==> src/rtl/rxring_adv.sv <==
module rxring_adv #(
    parameter int AW = 8
) (
    input  logic [AW:0]   ptr_i,
    input  logic [AW-1:0] base_i,
    output logic [AW:0]   nxt_o
);
    localparam logic [AW-1:0] TOP = {AW{1'b1}};

    // Step one word; past the top address, fold to the ring base and flip the lap bit.
    always_comb begin
        if (ptr_i[AW-1:0] == TOP) begin
            nxt_o = {~ptr_i[AW], base_i};
        end else begin
            nxt_o = {ptr_i[AW], ptr_i[AW-1:0] + 1'b1};
        end
    end
endmodule

==> src/rtl/rxring_level.sv <==
module rxring_level #(
    parameter int AW = 8
) (
    input  logic [AW:0]   rd_i,
    input  logic [AW:0]   wr_i,
    input  logic [AW-1:0] base_i,
    output logic [AW:0]   fill_o,
    output logic          empty_o,
    output logic          full_o
);
    localparam logic [AW:0] SPACE = {1'b1, {AW{1'b0}}};

    logic [AW:0] ring_n;
    logic [AW:0] wa;
    logic [AW:0] ra;

    always_comb begin
        ring_n  = SPACE - {1'b0, base_i};
        wa      = {1'b0, wr_i[AW-1:0]};
        ra      = {1'b0, rd_i[AW-1:0]};
        fill_o  = (rd_i[AW] == wr_i[AW]) ? (wa - ra) : (ring_n + wa - ra);
        empty_o = (rd_i == wr_i);
        full_o  = (rd_i[AW-1:0] == wr_i[AW-1:0]) && (rd_i[AW] != wr_i[AW]);
    end
endmodule

==> src/rtl/rxring_mgr.sv <==
module rxring_mgr #(
    parameter int AW = 8
) (
    input  logic          clk,
    input  logic          rst_n,
    input  logic [AW-1:0] tx_size_i,
    input  logic          rx_sop_i,
    input  logic          rx_wr_i,
    input  logic          rx_eop_i,
    input  logic          rx_abort_i,
    input  logic          host_rd_i,
    input  logic          host_hdr_rd_i,
    input  logic          ovf_clr_i,
    output logic          mem_we_o,
    output logic [AW-1:0] mem_waddr_o,
    output logic          hdr_we_o,
    output logic [AW-1:0] hdr_addr_o,
    output logic [AW:0]   hdr_len_o,
    output logic [AW-1:0] rd_addr_o,
    output logic          pkt_avail_o,
    output logic          empty_o,
    output logic [AW:0]   fill_o,
    output logic          ovf_o
);
    localparam int PW = AW + 1;
    localparam int CW = AW + 1;

    typedef struct packed {
        logic [PW-1:0] rp;
        logic [PW-1:0] cwp;
        logic [PW-1:0] wp;
        logic [PW-1:0] st;
        logic          busy;
        logic          drop;
        logic          ovf;
        logic [CW-1:0] cnt;
        logic [AW:0]   len;
    } state_t;

    state_t s_q, s_d;

    logic [PW-1:0] base_p;
    logic [PW-1:0] wp_nx, cwp_nx, rp_nx;
    logic [AW:0]   cfill, wfill;
    logic          cempty, cfull, wempty, wfull;
    logic          we_c, hwe_c;

    assign base_p = {1'b0, tx_size_i};

    rxring_adv #(.AW(AW)) u_adv_wp  (.ptr_i(s_q.wp),  .base_i(tx_size_i), .nxt_o(wp_nx));
    rxring_adv #(.AW(AW)) u_adv_cwp (.ptr_i(s_q.cwp), .base_i(tx_size_i), .nxt_o(cwp_nx));
    rxring_adv #(.AW(AW)) u_adv_rp  (.ptr_i(s_q.rp),  .base_i(tx_size_i), .nxt_o(rp_nx));

    rxring_level #(.AW(AW)) u_lvl_commit (
        .rd_i(s_q.rp), .wr_i(s_q.cwp), .base_i(tx_size_i),
        .fill_o(cfill), .empty_o(cempty), .full_o(cfull)
    );
    rxring_level #(.AW(AW)) u_lvl_work (
        .rd_i(s_q.rp), .wr_i(s_q.wp), .base_i(tx_size_i),
        .fill_o(wfill), .empty_o(wempty), .full_o(wfull)
    );

    always_comb begin
        s_d   = s_q;
        we_c  = 1'b0;
        hwe_c = 1'b0;

        // host side: header read wins over data read
        if (host_hdr_rd_i && (s_q.cnt != '0)) begin
            s_d.rp  = rp_nx;
            s_d.cnt = s_q.cnt - 1'b1;
        end else if (host_rd_i && !cempty) begin
            s_d.rp = rp_nx;
        end

        if (ovf_clr_i) begin
            s_d.ovf = 1'b0;
        end

        // receive side: one event per cycle
        if (rx_abort_i) begin
            if (s_q.busy) begin
                s_d.busy = 1'b0;
                s_d.drop = 1'b0;
                s_d.wp   = s_q.st;
            end
        end else if (rx_eop_i) begin
            if (s_q.busy) begin
                s_d.busy = 1'b0;
                s_d.drop = 1'b0;
                if (!s_q.drop) begin
                    hwe_c   = 1'b1;
                    s_d.cwp = s_q.wp;
                    s_d.cnt = s_d.cnt + 1'b1;
                end
            end
        end else if (rx_wr_i) begin
            if (s_q.busy && !s_q.drop) begin
                if (wfull) begin
                    s_d.ovf  = 1'b1;
                    s_d.drop = 1'b1;
                    s_d.wp   = s_q.st;
                end else begin
                    we_c    = 1'b1;
                    s_d.wp  = wp_nx;
                    s_d.len = s_q.len + 1'b1;
                end
            end
        end else if (rx_sop_i) begin
            s_d.st   = s_q.cwp;
            s_d.len  = '0;
            s_d.drop = 1'b0;
            if (cfull) begin
                s_d.ovf  = 1'b1;
                s_d.busy = 1'b0;
                s_d.wp   = s_q.cwp;
            end else begin
                s_d.busy = 1'b1;
                s_d.wp   = cwp_nx;
            end
        end

        // idle and empty: park every position at the ring base
        if (!s_d.busy && (s_d.cwp == s_d.rp)) begin
            s_d.rp  = base_p;
            s_d.cwp = base_p;
            s_d.wp  = base_p;
            s_d.st  = base_p;
        end
    end

    always_ff @(posedge clk or negedge rst_n) begin
        if (!rst_n) begin
            s_q <= '0;
        end else begin
            s_q <= s_d;
        end
    end

    assign mem_we_o    = we_c;
    assign mem_waddr_o = s_q.wp[AW-1:0];
    assign hdr_we_o    = hwe_c;
    assign hdr_addr_o  = s_q.st[AW-1:0];
    assign hdr_len_o   = s_q.len;
    assign rd_addr_o   = s_q.rp[AW-1:0];
    assign pkt_avail_o = (s_q.cnt != '0);
    assign empty_o     = cempty;
    assign fill_o      = cfill;
    assign ovf_o       = s_q.ovf;


    one_event_chk: assert property (@(posedge clk) disable iff (!rst_n)
        $countones({rx_sop_i, rx_wr_i, rx_eop_i, rx_abort_i}) <= 1);


    fill_bound_chk: assert property (@(posedge clk) disable iff (!rst_n)
        fill_o <= ({1'b1, {AW{1'b0}}} - {1'b0, tx_size_i}));


    empty_avail_chk: assert property (@(posedge clk) disable iff (!rst_n)
        empty_o |-> !pkt_avail_o);


    hdr_count_chk: assert property (@(posedge clk) disable iff (!rst_n)
        hdr_we_o && !(host_hdr_rd_i && pkt_avail_o) |=> s_q.cnt == $past(s_q.cnt) + 1'b1);


    ovf_sticky_chk: assert property (@(posedge clk) disable iff (!rst_n)
        ovf_o && !ovf_clr_i |=> ovf_o);


    abort_roll_chk: assert property (@(posedge clk) disable iff (!rst_n)
        rx_abort_i && s_q.busy |=> !s_q.busy && !hdr_we_o);


    wr_range_chk: assert property (@(posedge clk) disable iff (!rst_n)
        mem_we_o |-> mem_waddr_o >= tx_size_i);
endmodule

==> config.mk <==
export PLATFORM = sky130hd
export DESIGN_NAME = rxring_mgr
export DESIGN_NICKNAME = d
export VERILOG_FILES = /design/src/rtl/rxring_adv.sv /design/src/rtl/rxring_level.sv /design/src/rtl/rxring_mgr.sv
export SDC_FILE = /design/constraint.sdc
export NUM_CORES = 1
export LEC_CHECK = 0
export BUFFER_PORTS_ARGS = -buffer_cell sky130_fd_sc_hd__buf_2
export CORE_MARGIN = 2
export CORE_UTILIZATION = 35
export DETAILED_ROUTE_END_ITERATION = 8
export HOLD_SLACK_MARGIN = 0.08
export PLACE_DENSITY = 0.61
export SYNTH_ARGS = -nofsm -noshare
export SYNTH_HDL_FRONTEND = slang
export SYNTH_HIERARCHICAL = 1
export SYNTH_SLANG_ARGS = --single-unit
export TNS_END_PERCENT = 30
==> constraint.sdc <==
create_clock -name clk -period 4.4 [get_ports clk]
set_clock_uncertainty 0.15 [all_clocks]
set_input_delay 0.88 -clock clk [delete_from_list [all_inputs] [get_ports clk]]
set_output_delay 0.88 -clock clk [all_outputs]
set_load 0.01 [all_outputs]
Word-level counts from Yosys, hierarchy flattened
Cells that the tools add are included.

Input bits: 17. Word-level logic and storage cells: 115. Register bits after elaboration: 57. Output and inout bits: 47.

Multiplexer cells: 50. Equality and inequality tests: 21. Bitwise gates (word level): 5. Add/sub/neg operators: 10. Reductions and logical operators: 19.

Operators with widths (count): 9-bit 2-to-1 mux (26); 36-bit 2-to-1 mux (1); 8-bit by 1-bit adder with 8-bit output, second input constant (3); 8-bit equality test, second input constant (3); 21-bit 2-to-1 mux (1); 19-bit 2-to-1 mux (1); 9-bit by 1-bit adder with 9-bit output, second input constant (2); 9-bit equality test (2); 18-bit 2-to-1 mux (1); 8-bit equality test (2); 1-bit 2-to-1 mux (14); 4-bit by 1-bit inequality test with 1-bit output, second input constant (3); 10-bit 2-to-1 mux (1); 2-bit 2-to-1 mux (5); 5-bit AND reduction (2); 9-bit by 8-bit adder with 9-bit output (1); 9-bit nonzero test (1); 8-bit by 8-bit subtractor with 9-bit output (1); 9-bit by 1-bit subtractor with 9-bit output, second input constant (1); 9-bit by 8-bit subtractor with 9-bit output (1); 9-bit by 8-bit subtractor with 9-bit output, first input constant (1); 2-bit by 1-bit inequality test with 1-bit output, second input constant (4); 4-bit AND reduction (2); 4-bit nonzero test (2); other kinds (10) (24).

Longest topological paths before layout
Gate-level depths: netlist (run 1).

Depth in word-level cells: 11. Gate-level depth with buffers: 15. Depth with buffers taken out: 11.

Hierarchy
Netlist (run 1), hierarchy kept.

Modules (own cells, without submodules): rxring_mgr (area an instance 3696.0 um^2, sequential area each 1426.4 um^2, instances 1, cells an instance 363); rxring_level (u_lvl_commit) (area an instance 1016.0 um^2, sequential area each 0.0 um^2, instances 1, cells an instance 128); rxring_level (u_lvl_work) (area an instance 1004.7 um^2, sequential area each 0.0 um^2, instances 1, cells an instance 130); rxring_adv (area an instance 225.2 um^2, sequential area each 0.0 um^2, instances 3, cells an instance 32).

Worst setup path before layout (run 1)
No wires, ideal clock.

Kind: input port to output port. From: in tx_size_i[3]. To: out fill_o[6]. Data arrival time: 2.513 ns. Setup slack: 0.857 ns. Data required time: 3.370 ns. Stages: 8. Path buffers: 0. Path through: inv_1 -> fa_1 -> ha_1 -> a21oi_1 -> nand2_1 -> a31oi_1 -> xor2_1 -> a21oi_1.

Longest elaborated chain between the ends: 4.

RTL lines: from (decl) (line rxring_mgr.sv:6) `input logic [AW-1:0] tx_size_i,`; 9-bit by 8-bit subtractor with 9-bit output; 9-bit by 8-bit adder with 9-bit output (line rxring_level.sv:21) `fill_o = (rd_i[AW] == wr_i[AW]) ? (wa - ra) : (ring_n + wa - ra);`; 9-bit by 8-bit subtractor with 9-bit output (line rxring_level.sv:21); 9-bit 2-to-1 mux (line rxring_level.sv:21); to (decl) (line rxring_mgr.sv:22) `output logic [AW:0] fill_o,`.

No other way between the ends.

Worst setup path after layout (run 1)
Same ends and word-level chain as after synthesis.

==> impl_metrics.csv, run 1 <==
group,metric,value,unit
route,wl_met1,6590,µm
sta,rsz0062_at_grt,"no",
route,top_layer_used,"met4",
job,cap_violations,0,
power_and_ir_drop,clkPwrFrac,14.5,%
min_path,hold_class,"register to register",
critical_path,r2r_cells,12,
sta,setup-violations-final,0,
global_route,grt_max_degree,37,
cells_and_area,final_common_cell,"buf_2",
critical_path,worstSetupPathType,"input pin to primary output",
sta,slew_headroom,32.1,%
critical_path,r2r-start,"rd_addr_o[5]",
sta,drv_slew,0,
clock_tree,post_cts.repair.setup_buffers,0,
cells_and_area,n_antenna_cell,0,
global_route,grt_usage,18.0,%
sta,fin_hold_ws,0.374,ns
critical_path,crit_path_start_kind,"input pin",
clock_tree,tritoncts,"built",
critical_path,arrival,2.90,ns
placement,gp_congestion,0.893,
sta,setup_ws,0.473,ns
route,drc,0,
route,drt-initial-drc-count,386,
power_and_ir_drop,pwr_density_cell,773,mW/mm²
global_route,antenna_found_initial,0,
clock_tree,clock_sinks,57,
floorplan,dieArea,0.0169,mm²
power_and_ir_drop,ir_worst_vdd,342,µV
route,vias,4721,
sta,finalCritPeriodShare,89.2,%
clock_tree,post_cts_resized,0,
cells_and_area,drive_above_1_share,20.0,%
critical_path,cp.required,3.37,ns
power_and_ir_drop,power.internal,0.00251,W
clock_tree,clock_path_buffers,2,
cells_and_area,postLayoutCoreUtil,39.3,%
floorplan,rows,46,
global_route,grt_overflow,0,
synthesis,avgSynthCellArea,9.14,µm²
clock_tree,clk-insertion-delay-late,0.33,ns
power_and_ir_drop,p_switching,0.00227,W
route,routed-wl-met3,700,µm
power_and_ir_drop,p_sw_share,47.5,%
clock_tree,path_clk_slew,0.05,ns
cells_and_area,final_cell_mix,"63 x buf_2, 60 x mux2i_1, 57 x dfrtp_1, 46 x inv_1, 42 x nand2_1",
route,wl_met2,7220,µm
route,drtAntennaViolNets,0,
floorplan,die-width,130,µm
power_and_ir_drop,p_leak,3.08,nW
global_route,grt_pass1_wl,24200,µm
power_and_ir_drop,p_total,0.00478,W
outcome,status,"completed",
route,drt_first_pass_iters,6,
cells_and_area,area_delta_synth_final,11.1,%
global_route,grt_pass1_vias,4678,
critical_path,critical_path.startpoint,"tx_size_i[3]",
placement,hpwl,11400,µm
min_path,hp-start,"hdr_len_o[0]",
synthesis,ys_warn_count,6,
sta,period_needed,3.93,ns
placement,port_buffers,63,
clock_tree,numCtsBuffers,9,
min_path,hold_depth,1,
route,finalWirelength,14700,µm
route,wl_per_cell,16.9,µm
route,viasPerCell,5.45,
clock_tree,htree_levels,3,
critical_path,path_max_fanout,5,
power_and_ir_drop,p_comb_share,62.2,%
floorplan,io_pins,64,
power_and_ir_drop,power_frac_seq,23.4,%
synthesis,netlist_instances,608,
placement,dp_slack,0.467,ns
clock_tree,cts_hold_repair.buffers,0,
sta,clock.fmax,255,MHz
floorplan,initial_utilization,35.4,%
sta,fin_setup_tns,0,ns
floorplan,coreArea,0.0157,mm²
synthesis,synth_nets,667,
critical_path,crit_path_end_kind,"primary output",
floorplan,fp.dieH,130,µm
sta,tightestPinTransition,1.01,ns
sta,hold_violations,0,
clock_tree,clockRootBuffer,"clkbuf_16",
synthesis,syn-cell-area,0.00556,mm²
cells_and_area,final_nets,704,
[through the flow]
| step | std cells | cell area (µm²) |
|---|---|---|
| floorplan | 608 | 5560 |
| global placement | 850 | 5880 |
| detailed placement | 850 | 5880 |
| global route | 866 | 6180 |
| finish | 866 | 6180 |
| CTS | 866 | 6180 |
[worst paths after layout]
path                            slack, ns              to
worst max-delay path                 0.47       fill_o[6]
worst min-delay path                 0.37    hdr_len_o[0]
worst max register to register       0.69         s_q[42]
worst min register to register       0.37    hdr_len_o[0]
max in group asynchronous            2.81  mem_waddr_o[3]
min in group asynchronous            0.38   hdr_addr_o[5]
[state kept, by name (all words and copies together) (netlist names)]
name	count
hdr_addr_o	8
hdr_len_o	9
mem_waddr_o	8
ovf_o	1
rd_addr_o	8
s_q	23
[routing by layer]
metal | track usage (%) | vias to the layer above
met5 | 0 | -
met1 | 23.5 | 2325
met2 | 30.8 | 142
met4 | 4.36 | 0
met3 | 3.49 | 15
li1 | - | 2239
[power groups by stage]
| stage | registers [W] | clock network (W) | logic, W |
|---|---|---|---|
| floorplan | 0.000999 | 0 | 0.00233 |
| global route | 0.00116 | 0.000729 | 0.00331 |
| finish | 0.00112 | 0.000691 | 0.00297 |
| global placement | 0.00111 | 0 | 0.00287 |
| CTS | 0.00112 | 0.000711 | 0.00297 |
| detailed placement | 0.00112 | 0 | 0.00295 |
[area by class of cell]
type | count | area, µm²
fill | 1592 | 9530
multi-input combinational | 455 | 3590
sequential | 57 | 1430
timing repair buffer | 76 | 413
clock buffer | 13 | 280
tap | 216 | 270
inverter | 46 | 173
clock inverter | 3 | 22.5
[critical path, stage by stage]
cell and delay, ns:
buf_2 0.14, inv_1 0.07, fa_1 0.48, ha_1 0.36, a21oi_1 0.21, nand2_1 0.12
a31oi_1 0.21, xor2_1 0.18, a21oi_1 0.08, buf_2 0.15
Power figures use the tool's default switching activity.
==> inputs of run 2 (changes only) <==
--- a/config.mk
+++ b/config.mk
@@ -6,7 +6,7 @@
 export NUM_CORES = 1
 export LEC_CHECK = 0
 export BUFFER_PORTS_ARGS = -buffer_cell sky130_fd_sc_hd__buf_2
-export CORE_MARGIN = 2
+export CORE_MARGIN = 5
 export CORE_UTILIZATION = 35
 export DETAILED_ROUTE_END_ITERATION = 8
 export HOLD_SLACK_MARGIN = 0.08
==> constraint.sdc (replaced) <==
create_clock -name clk -period 4.4 [get_ports clk]
set_clock_uncertainty 0.15 [all_clocks]
set_input_delay 0.66 -clock clk [delete_from_list [all_inputs] [get_ports clk]]
set_output_delay 0.66 -clock clk [all_outputs]
set_load 0.01 [all_outputs]
==> impl_metrics.csv, run 2 (synthesis results as in run 1) <==
group,metric,value,unit
sta,hold_violations,0,
floorplan,die-width,136,µm
route,finalWirelength,14800,µm
placement,dp.cells,848,
sta,drv_slew,0,
cells_and_area,largest_register,"s_q",
placement,placed_area,0.00586,mm²
critical_path,crit_path_start_kind,"register",
critical_path,cp.required,3.59,ns
sta,finalCritPeriodShare,82.8,%
critical_path,crit_path_end_kind,"primary output",
cells_and_area,postLayoutCoreUtil,39.3,%
sta,rsz0062_at_grt,"no",
clock_tree,post_cts.repair.setup_buffers,0,
sta,slew_headroom,29.4,%
cells_and_area,final_cell_mix,"63 x buf_2, 60 x mux2i_1, 57 x dfrtp_1, 46 x inv_1, 42 x nand2_1",
power_and_ir_drop,p_leak,3.09,nW
cells_and_area,instances_no_fill,864,
power_and_ir_drop,ir_worst_vdd,351,µV
global_route,grt_pass1_vias,4829,
clock_tree,path_clk_slew,0.05,ns
sta,period_needed,3.64,ns
route,drt-initial-drc-count,504,
floorplan,coreArea,0.0157,mm²
floorplan,initial_utilization,35.4,%
global_route,grt_overflow,0,
route,drc,0,
global_route,grt_max_degree,37,
placement,hpwl,11500,µm
route,vias,4672,
route,drt_first_pass_iters,7,
floorplan,dieArea,0.0185,mm²
critical_path,path_max_fanout,9,
outcome,status,"completed",
job,cap_violations,0,
placement,gp_congestion,0.915,
power_and_ir_drop,pwr_density_cell,786,mW/mm²
cells_and_area,drive_above_1_share,19.6,%
clock_tree,clk-insertion-delay-late,0.33,ns
clock_tree,clockRootBuffer,"clkbuf_16",
clock_tree,post_cts_resized,0,
critical_path,worstSetupPathType,"register to primary output",
clock_tree,clock_sinks,57,
clock_tree,htree_levels,3,
min_path,hold_class,"input pin to async pin",
global_route,antenna_found_initial,1,
sta,fin_setup_tns,0,ns
clock_tree,tritoncts,"built",
clock_tree,clock_path_buffers,2,
global_route,grt_pass1_wl,24500,µm
cells_and_area,final_nets,702,
floorplan,rows,46,
critical_path,critical_path.startpoint,"rd_addr_o[3]",
sta,clock.fmax,275,MHz
floorplan,fp.dieH,136,µm
cells_and_area,area_delta_synth_final,11.2,%
cells_and_area,largest_reg_flops,23,
sta,setup-violations-final,0,
clock_tree,cts_hold_repair.buffers,0,
floorplan,io_pins,64,
route,wl_per_cell,17.2,µm
clock_tree,numCtsBuffers,9,
global_route,grt_usage,16.5,%
sta,tightestPinTransition,1.05,ns
critical_path,arrival,2.83,ns
route,drtAntennaViolNets,0,
cells_and_area,n_antenna_cell,0,
cells_and_area,fin_area,0.00618,mm²
route,viasPerCell,5.41,
cells_and_area,final_common_cell,"buf_2",
placement,port_buffers,63,
critical_path,r2r-start,"rd_addr_o[5]",
run 2: changes by cell type in the layout (fill, tap and decap cells not counted), moves of 2 or more:
cell        before  now
bufinv_16        0    2
buf_4           13   11
clkinv_2         0    2
clkbuf_8         4    1
clkinvlp_4       3    0
run 2: metrics by stage:
step,total power [W],setup WS [ns],hold slack [ns]
after floorplan,0.00333,1.12,0.214
after global placement,0.00402,0.805,0.355
after detailed placement,0.00409,0.771,0.376
after CTS,0.00488,0.755,0.163
after global routing,0.00527,0.448,0.207
final,0.00486,0.759,0.163
run 2: layout make-up:
| class | instances | area [µm²] |
|---|---|---|
| clock buffers | 11 | 243 |
| clock inverters | 5 | 78.8 |
| fillers | 1570 | 9530 |
| inverters | 46 | 173 |
| multi-input cells | 455 | 3590 |
| flip-flops and latches | 57 | 1430 |
| well taps | 216 | 270 |
| repair buffers | 74 | 398 |
run 2: critical path: stages (launching register included):
cell and delay, ns:
dfrtp_1 0.53, inv_1 0.15, fa_1 0.50, ha_1 0.36, a21oi_1 0.23, nand2_1 0.12, a31oi_1 0.21, xor2_1 0.16
a21oi_1 0.08, buf_2 0.17
run 2: worst paths after layout:
path                       slack, ns  cells past startpoint      endpoint
setup reg to reg                0.76                     12       s_q[40]
hold / removal                  0.16                      1  rd_addr_o[6]
min in group clk                0.37                      1  hdr_len_o[0]
max in group asynchronous       3.05                      2  rd_addr_o[2]
setup / recovery                0.76                      9     fill_o[6]
hold reg to reg                 0.37                      1  hdr_len_o[0]
run 2: per-layer routing:
layer	global-route usage (%)	vias up	wire length, µm	share of wire [%]
met1	21.4	2258	6550	44
met5	0	-	8	0.054
met2	28.0	158	7240	49
met3	3.33	17	883	6.0
li1	-	2237	-	-
met4	4.14	2	140	0.94
run 2: power by group:
part	total, W	switching, W	leakage [nW]	internal (W)
clock network	0.000757	0.000247	0.159	0.000510
registers	0.00113	0.000413	0.714	0.000716
logic	0.00297	0.00162	2.22	0.00135
==> inputs of run 3 (changes only) <==
--- a/config.mk
+++ b/config.mk
@@ -10,7 +10,7 @@
 export CORE_UTILIZATION = 35
 export DETAILED_ROUTE_END_ITERATION = 8
 export HOLD_SLACK_MARGIN = 0.08
-export PLACE_DENSITY = 0.61
+export PLACE_DENSITY = 0.63
 export SYNTH_ARGS = -nofsm -noshare
 export SYNTH_HDL_FRONTEND = slang
 export SYNTH_HIERARCHICAL = 1
==> constraint.sdc (replaced) <==
create_clock -name clk -period 3.25 [get_ports clk]
set_clock_uncertainty 0.15 [all_clocks]
set_input_delay 0.4875 -clock clk [delete_from_list [all_inputs] [get_ports clk]]
set_output_delay 0.4875 -clock clk [all_outputs]
set_load 0.01 [all_outputs]
==> impl_metrics.csv, run 3 (synthesis results as in run 1) <==
group,metric,value,unit
clock_tree,tritoncts,"built",
cells_and_area,final_cell_mix,"63 x buf_2, 57 x dfrtp_1, 55 x mux2i_1, 52 x buf_4, 44 x inv_1",
power_and_ir_drop,power.internal,0.00400,W
critical_path,crit_path_end_kind,"register",
sta,slew_headroom,50.0,%
critical_path,cp.required,3.30,ns
sta,period_needed,3.50,ns
sta,tightestPinTransition,0.748,ns
cells_and_area,instances_no_fill,918,
power_and_ir_drop,p_total,0.00736,W
critical_path,crit_path_start_kind,"register",
cells_and_area,fillerInstances,1524,
clock_tree,clk-insertion-delay-late,0.33,ns
route,drt_first_pass_iters,7,
power_and_ir_drop,p_leak,3.35,nW
floorplan,coreArea,0.0157,mm²
floorplan,die-width,136,µm
cells_and_area,drive_above_1_share,29.1,%
outcome,status,"finished with violations",
power_and_ir_drop,pwr_density_cell,1080,mW/mm²
floorplan,dieArea,0.0185,mm²
floorplan,io_pins,64,
global_route,grt_usage,17.0,%
global_route,antenna_found_initial,0,
cells_and_area,final_nets,756,
floorplan,fp.dieH,136,µm
floorplan,rows,46,
cells_and_area,largest_register,"s_q",
power_and_ir_drop,ir_worst_vdd,635,µV
sta,rsz0062_at_grt,"yes",
clock_tree,clock_path_buffers,2,
clock_tree,clock_sinks,57,
route,drc,0,
clock_tree,path_clk_slew,0.06,ns
critical_path,worstSetupPathType,"register to register",
sta,setup_ws,-0.248,ns
clock_tree,htree_levels,3,
sta,clock.fmax,286,MHz
sta,drv_slew,0,
power_and_ir_drop,power_frac_seq,16.9,%
clock_tree,clockRootBuffer,"clkbuf_16",
placement,port_buffers,63,
power_and_ir_drop,clkPwrFrac,12.9,%
job,cap_violations,0,
sta,finalCritPeriodShare,108,%
global_route,grt_pass1_wl,25000,µm
cells_and_area,ff_latch_area,0.00143,mm²
cells_and_area,largest_reg_flops,23,
placement,hpwl,12000,µm
power_and_ir_drop,p_sw_share,45.7,%
placement,dp_slack,0.00623,ns
global_route,grt_pass1_vias,4608,
cells_and_area,final_common_cell,"buf_2",
cells_and_area,n_antenna_cell,0,
placement,gp_congestion,0.896,
outcome,violations,"negative setup slack",
cells_and_area,multiInputGateArea,0.00378,mm²
route,finalWirelength,16200,µm
critical_path,r2r_setup_slack,-0.25,ns
power_and_ir_drop,p_switching,0.00336,W
route,drtAntennaViolNets,0,
global_route,grt_max_degree,39,
min_path,hold_class,"register to register",
route,wl_per_cell,17.7,µm
placement,dp.cells,891,
route,drt-initial-drc-count,432,
clock_tree,numCtsBuffers,9,
critical_path,path_max_fanout,7,
power_and_ir_drop,p_comb_share,70.2,%
cells_and_area,area_delta_synth_final,22.8,%
critical_path,arrival,3.55,ns
global_route,grt_overflow,0,
sta,setup-violations-final,36,
floorplan,initial_utilization,35.4,%
route,viasPerCell,5.33,
route,vias,4896,
sta,hold_violations,0,
## run 3: path summary, 6_finish.rpt
path | end | cells past startpoint | from
min reg2reg | hdr_len_o[0] | 1 | hdr_len_o[0]
max | rd_addr_o[5] | 12 | s_q[10]
min | hdr_len_o[0] | 1 | hdr_len_o[0]
min in group asynchronous | s_q[10] | 2 | rst_n
max reg2reg | rd_addr_o[5] | 12 | s_q[10]
max in group asynchronous | s_q[29] | 3 | rst_n
## run 3: per-stage QoR
stage          TNS [ns]  area (µm²)  hold slack [ns]  utilization [%]
2_1_floorplan         0        5560           0.0419                -
3_3_place_gp          0        6200            0.334             39.4
3_5_place_dp          0        6200            0.331             39.4
4_1_cts               0        6570            0.375             41.8
5_1_grt          -10.50        6830            0.413             43.5
6_report          -7.22        6830            0.378             43.5
## run 3: area by class of cell
type / count / share of cell area, %
Clock buffer: 11 / 3.56
Clock inverter: 5 / 0.806
Inverter: 46 / 2.53
Multi-Input combinational cell: 456 / 55.4
Sequential cell: 57 / 20.9
Tap cell: 216 / 3.96
Timing Repair Buffer: 127 / 12.8
## run 3: power groups by stage
stage | Combinational [W] | Clock [W] | Sequential (W)
after global placement | 0.00458 | 0 | 0.00124
after global routing | 0.00571 | 0.000995 | 0.00128
after detailed placement | 0.00459 | 0 | 0.00124
after CTS | 0.00479 | 0.000968 | 0.00123
final | 0.00517 | 0.000948 | 0.00124
after floorplan | 0.00315 | 0 | 0.00135
## run 3: metal layers
metal	track usage [%]	share of wire (%)
met5	0	0
met4	4.31	2.3
met3	3.11	6.1
met2	28.5	48
met1	22.7	44
## run 3: worst max-delay path, cell delays in order, from the launching register on
cell and delay, ns:
dfrtp_1 0.40, inv_2 0.08, ha_4 0.12, or4b_4 0.48, o31ai_4 0.36, o21ai_2 0.19, mux2i_2 0.26, xor2_1 0.14
nor4_1 0.44, nand4_1 0.21, buf_6 0.20, buf_12 0.14, mux2i_4 0.18
## run 3: repair_timing
item                       CTS  global route
cloned                       0             4
hold buffers                 1             0
pin swaps                    0            11
setup buffers                0             6
setup endpoints to repair    5            40
gates resized for setup      7            32
hold endpoints to repair    19             0
